File: config.mk
export PLATFORM = sky130hd
export DESIGN_NAME = loc_owner_arb
export DESIGN_NICKNAME = d
export VERILOG_FILES = /design/src/rtl/loc_arb_pkg.sv /design/src/rtl/loc_arb_ctrl.sv /design/src/rtl/loc_arb_dp.sv /design/src/rtl/loc_owner_arb.sv
export SDC_FILE = /design/constraint.sdc
export NUM_CORES = 1
export LEC_CHECK = 0
export ABC_AREA = 1
export BUFFER_PORTS_ARGS = -buffer_cell sky130_fd_sc_hd__buf_2
export CORE_MARGIN = 2
export CORE_UTILIZATION = 53
export CTS_BUF_LIST = sky130_fd_sc_hd__clkbuf_8
export CTS_CLUSTER_SIZE = 25
export DETAILED_ROUTE_END_ITERATION = 12
export GPL_ROUTABILITY_DRIVEN = 0
export PLACE_DENSITY = 0.8
export SLEW_MARGIN = 20
export SYNTH_ARGS = -nofsm -noshare
export SYNTH_HDL_FRONTEND = slang
export SYNTH_SLANG_ARGS = --single-unit
File: constraint.sdc
create_clock -name clk -period 2.2 [get_ports clk]
set_input_delay 0.22 -clock clk [delete_from_list [all_inputs] [get_ports clk]]
set_output_delay 0.22 -clock clk [all_outputs]
set_load 0.1 [all_outputs]
File: src/rtl/loc_arb_pkg.sv
package loc_arb_pkg;
  localparam int LOC_IDX_W = 3;

  typedef struct packed {
    logic                 grantEn;
    logic [LOC_IDX_W-1:0] grantLoc;
    logic                 releaseEn;
    logic                 seizeEn;
    logic [LOC_IDX_W-1:0] seizeLoc;
    logic                 pendSet;
    logic                 seizedClr;
    logic [LOC_IDX_W-1:0] pendLoc;
    logic                 estSet;
    logic                 estClr;
  } arbStrobes_t;
endpackage

File: src/rtl/loc_arb_ctrl.sv
module loc_arb_ctrl
  import loc_arb_pkg::*;
#(
  parameter int NUM_LOC = 5
) (
  input  logic                 wrEn,
  input  logic [LOC_IDX_W-1:0] wrLoc,
  input  logic [3:0]           wrCmd,
  input  logic                 hashEnd,
  input  logic                 ownerValid,
  input  logic [LOC_IDX_W-1:0] ownerLoc,
  input  logic [NUM_LOC-1:0]   pendVec,
  output arbStrobes_t          strobes
);
  localparam logic [LOC_IDX_W-1:0] LAST_LOC = LOC_IDX_W'(NUM_LOC - 1);
  localparam logic [LOC_IDX_W-1:0] EST_MIN_LOC = LOC_IDX_W'(3);

  logic locOk;
  logic isOwner;
  logic [NUM_LOC-1:0] candVec;

  always_comb begin
    locOk   = wrEn && (wrLoc <= LAST_LOC);
    isOwner = ownerValid && (ownerLoc == wrLoc);

    strobes           = '0;
    strobes.seizeLoc  = wrLoc;
    strobes.pendLoc   = wrLoc;
    strobes.seizeEn   = locOk && wrCmd[2] && ownerValid && (wrLoc > ownerLoc);
    strobes.releaseEn = locOk && wrCmd[1] && isOwner;
    strobes.pendSet   = locOk && wrCmd[0] && !isOwner;
    strobes.seizedClr = locOk && wrCmd[0];
    strobes.estSet    = locOk && wrCmd[3] && (wrLoc >= EST_MIN_LOC);
    strobes.estClr    = hashEnd;

    // free device: the new request joins the pending set in the same edge
    candVec = pendVec | (strobes.pendSet ? (NUM_LOC'(1) << wrLoc) : '0);
    strobes.grantEn = !ownerValid && (|candVec);
    for (int i = 0; i < NUM_LOC; i++) begin
      if (candVec[i]) strobes.grantLoc = LOC_IDX_W'(i);
    end
  end
endmodule

File: src/rtl/loc_arb_dp.sv
module loc_arb_dp
  import loc_arb_pkg::*;
#(
  parameter int NUM_LOC = 5
) (
  input  logic                 clk,
  input  logic                 rst_n,
  input  arbStrobes_t          strobes,
  output logic                 ownerValid,
  output logic [LOC_IDX_W-1:0] ownerLoc,
  output logic [NUM_LOC-1:0]   pendVec,
  output logic [NUM_LOC-1:0]   grantedVec,
  output logic [NUM_LOC-1:0]   seizedVec,
  output logic [7:0]           stateWord
);
  logic                 ownerQ;
  logic [LOC_IDX_W-1:0] ownerLocQ;
  logic [NUM_LOC-1:0]   pendQ, pendNext;
  logic [NUM_LOC-1:0]   seizedQ, seizedNext;
  logic                 estQ;
  logic                 validQ;

  always_comb begin
    pendNext = pendQ;
    if (strobes.pendSet) pendNext[strobes.pendLoc] = 1'b1;
    if (strobes.grantEn) pendNext[strobes.grantLoc] = 1'b0;
    if (strobes.seizeEn) pendNext[strobes.seizeLoc] = 1'b0;

    seizedNext = seizedQ;
    if (strobes.seizedClr) seizedNext[strobes.pendLoc] = 1'b0;
    if (strobes.seizeEn)   seizedNext[ownerLocQ] = 1'b1;
  end

  always_ff @(posedge clk or negedge rst_n) begin
    if (!rst_n) begin
      ownerQ    <= 1'b0;
      ownerLocQ <= '0;
      pendQ     <= '0;
      seizedQ   <= '0;
      estQ      <= 1'b1;
      validQ    <= 1'b0;
    end else begin
      validQ  <= 1'b1;
      pendQ   <= pendNext;
      seizedQ <= seizedNext;
      if (strobes.grantEn) begin
        ownerQ    <= 1'b1;
        ownerLocQ <= strobes.grantLoc;
      end else if (strobes.seizeEn) begin
        ownerLocQ <= strobes.seizeLoc;
      end else if (strobes.releaseEn) begin
        ownerQ    <= 1'b0;
        ownerLocQ <= '0;
      end
      if (strobes.estSet)      estQ <= 1'b1;
      else if (strobes.estClr) estQ <= 1'b0;
    end
  end

  for (genvar i = 0; i < NUM_LOC; i++) begin : g_grant
    assign grantedVec[i] = ownerQ && (ownerLocQ == LOC_IDX_W'(i));
  end

  assign ownerValid = ownerQ;
  assign ownerLoc   = ownerLocQ;
  assign pendVec    = pendQ;
  assign seizedVec  = seizedQ;
  assign stateWord  = {validQ, 2'b00, ownerLocQ, ownerQ, estQ};

  p_grant_onehot_r2: assert property (@(posedge clk) disable iff (!rst_n)
    $onehot0(grantedVec));
  p_grant_when_free_r4: assert property (@(posedge clk) disable iff (!rst_n)
    strobes.grantEn |-> !ownerQ);
  p_grant_takes_r3: assert property (@(posedge clk) disable iff (!rst_n)
    strobes.grantEn |=> ownerQ && (ownerLocQ == $past(strobes.grantLoc)));
  p_release_frees_r5: assert property (@(posedge clk) disable iff (!rst_n)
    strobes.releaseEn |=> !ownerQ);
  p_seize_higher_r7: assert property (@(posedge clk) disable iff (!rst_n)
    strobes.seizeEn |-> ownerQ && (strobes.seizeLoc > ownerLocQ));
  p_seize_flags_loser_r6: assert property (@(posedge clk) disable iff (!rst_n)
    strobes.seizeEn |=> seizedQ[$past(ownerLocQ)] && (ownerLocQ == $past(strobes.seizeLoc)));
  p_est_set_r9: assert property (@(posedge clk) disable iff (!rst_n)
    strobes.estSet |=> estQ);
  p_est_clear_r10: assert property (@(posedge clk) disable iff (!rst_n)
    (strobes.estClr && !strobes.estSet) |=> !estQ);
endmodule

File: src/rtl/loc_owner_arb.sv
module loc_owner_arb
  import loc_arb_pkg::*;
#(
  parameter int NUM_LOC = 5
) (
  input  logic                 clk,
  input  logic                 rst_n,
  input  logic                 wrEn,
  input  logic [LOC_IDX_W-1:0] wrLoc,
  input  logic [3:0]           wrCmd,
  input  logic                 hashEnd,
  output logic [NUM_LOC-1:0]   grantedVec,
  output logic [NUM_LOC-1:0]   seizedVec,
  output logic [7:0]           stateWord
);
  arbStrobes_t          strobes;
  logic                 ownerValid;
  logic [LOC_IDX_W-1:0] ownerLoc;
  logic [NUM_LOC-1:0]   pendVec;

  loc_arb_ctrl #(.NUM_LOC(NUM_LOC)) i_ctrl (
    .wrEn       (wrEn),
    .wrLoc      (wrLoc),
    .wrCmd      (wrCmd),
    .hashEnd    (hashEnd),
    .ownerValid (ownerValid),
    .ownerLoc   (ownerLoc),
    .pendVec    (pendVec),
    .strobes    (strobes)
  );

  loc_arb_dp #(.NUM_LOC(NUM_LOC)) i_dp (
    .clk        (clk),
    .rst_n      (rst_n),
    .strobes    (strobes),
    .ownerValid (ownerValid),
    .ownerLoc   (ownerLoc),
    .pendVec    (pendVec),
    .grantedVec (grantedVec),
    .seizedVec  (seizedVec),
    .stateWord  (stateWord)
  );
endmodule

==> results_dict.tcl <==
set metrics [dict create \
    period_needed_ps 2000 \
    synth_commonest_cells "inv_1 (21), nand2_1 (17), dfrtp_1 (15)" \
    cts_tree "yes" \
    finalCritPeriodShare_pct 90.7 \
    r2r-start "i_dp.ownerLoc[2]" \
    drc 0 \
    via_count 1003 \
    busiest_layer "met2" \
    track_usage_pct 24.8 \
    antenna_left 0 \
    hold_viol_final 0 \
    numCtsBuffers 3 \
    clock_skew_ps 1.88 \
    grt_pass1_wl_mm 3.93 \
    hold_class "in2reg" \
    wire_per_inst_um 13.6 \
    clockBufferDepth 2 \
    die_h_um 48.1 \
    coreArea_sq_mm 0.00178 \
    drtIter0Drc 31 \
    cap_violations 0 \
    worstSetupPathType "reg2reg" \
    syn_inst 136 \
    cp.required_ps 2330 \
    synth_top_area_share_pct 36.4 \
    start_kind "flip-flop" \
    cts_resized 0 \
    async_flop_share_pct 100 \
    clock-root-buffer "clkbuf_8" \
    yosys-top-cells-area "dfrtp_1 (36%), inv_1 (7.6%), nand3_1 (6.8%)" \
    ctsHoldBuffers 1 \
    fin_util_pct 69.8 \
    min_from "hashEnd" \
    clock-sinks 16 \
    synth_seq_cells 16 \
    clk_pin_slew_worst_paths_ps 70 \
    min_to "i_dp.estQ" \
    gr-usage-met2_pct 42.9 \
    synth.most_common_cell "inv_1" \
    grt_pass1_vias 909 \
    wl_mm 2.55 \
    die_x_um 48.1 \
    cp_max_fo 5 \
    num_io_pins 29 \
    nets 177 \
    portBuffers 26 \
    ys_seq_area_share_pct 39.0 \
    endpoint_kind "flip-flop" \
    dpl.hpwl_mm 1.98 \
    cts_max_level 1 \
    placedCellCount 182 \
    maxSlewViolCount 0 \
    tns_ps 0 \
    avgSynthCellArea_sq_um 7.58 \
    status "finished, final reports clean" \
    initial_core_util_pct 57.8 \
    fmax_ghz 0.501 \
    area_growth_syn_to_layout_pct 20.8 \
    synth_flop_cell "dfrtp_1" \
    grt_max_degree 17 \
    dieArea_sq_mm 0.00231 \
    grt_util_met1_pct 30.5 \
    clk-insertion-delay-late_ps 250 \
    yosys_warnings 0 \
    placementRows 15 \
    worst_slack_ps 204 \
    critPathArrivalTime_ps 2130 \
    syn_area_sq_mm 0.00103 \
    pre_cts_slack_ps 249 \
    n_antenna_cell 0 \
    rsz0062_at_grt "false" \
    grt-ovfl-total 0 \
    post_cts_buffers 0 \
    final_cells 187 \
    synth_edf_count 0 \
    grt.met3_usage_pct 3.33 \
    hold_depth 2 \
    vias_per_cell 5.36 \
    reg2reg_to "i_dp.ownerLoc[2]" \
    drive_above_1_share_pct 34.0 \
    setup_viol_count_final 0 \
    synth.largest_area_cell "dfrtp_1" \
    antenna_found_initial 0 \
    regToRegSetupSlack_ps 200 \
    ys_types 26 \
    firstDrtPassIters 4 \
    reg2reg_depth 12 \
]
## kinds of logic after synthesis
group           after synthesis  synth area share, %
flops                        16                 39.0
compound gates               24                 13.5
simple gates                 61                 30.3
other cells                   2                0.728
buf+inv                      30                 12.9
fa+ha+maj                     3                 3.64
## worst max path at each step
stage | start | end | depth (start not counted)
2_1_floorplan | i_dp.ownerLoc[1] | i_dp.ownerLoc[1] | 12
3_3_place_gp | i_dp.ownerLoc[2] | i_dp.pendVec[0] | 9
3_5_place_dp | i_dp.ownerLoc[2] | i_dp.ownerLoc[2] | 12
4_1_cts | i_dp.ownerLoc[2] | i_dp.ownerLoc[2] | 12
5_1_grt | i_dp.ownerLoc[2] | i_dp.ownerLoc[2] | 12
6_report | i_dp.ownerLoc[2] | i_dp.ownerLoc[2] | 12
## final cells by class
cell class                 count  area [sq um]
tap                           25          31.3
fill                         141           538
timing repair buffer          27           140
inverter                      24          90.1
multi-input combinational     91           523
clock buffer                   4          55.1
sequential                    16           405
## critical path, cell delays in order (launching register included)
cell      delay [ps]
dfrtp_2          430
inv_1            150
ha_1             300
nand4_2          110
clkinv_1         130
nor2_4           190
nand2_1           80
nand2_2          120
nor2_4            50
nand3_2           90
nand2_2           80
nand3_1          100
nand2_1           60
## state kept, by name, indices dropped and copies added (netlist names)
signal / count
i_dp.ownerValid: 1
i_dp.estQ: 1
i_dp.seizedVec: 5
i_dp.ownerLoc: 3
i_dp.pendVec: 5
i_dp.validQ: 1
## stage by stage
stage          instance area, sq um  hold slack [ps]
3_3_place_gp                   1180              157
4_1_cts                        1240              120
6_report                       1240              123
5_1_grt                        1240              122
3_5_place_dp                   1180              157
2_1_floorplan                  1060            -75.6
## routing by layer
| layer | wire, um | up-vias |
|---|---|---|
| met5 | 0 | - |
| met4 | 65 | 0 |
| met3 | 100 | 7 |
| met2 | 1340 | 31 |
| met1 | 1040 | 482 |
| li1 | - | 483 |
## placed cells by master (no fill, tap or decap), drive strengths merged
cell	Yosys	routed
nor2	15	15
dfstp	1	1
o21ai	14	14
nand2	22	22
o211ai	1	1
dlygate4sd3	0	1
nand3	16	16
nand4	2	2
inv	23	23
o31ai	1	1
a21oi	7	7
nor3	6	6
ha	3	3
clkinv	1	1
o21bai	1	1
buf	6	26
dfrtp	15	15
clkbuf	0	4
conb	2	3
Power is left out: the tool's default activity adds up to more than one toggle a clock period on the data nets, which glitch-free logic cannot reach.
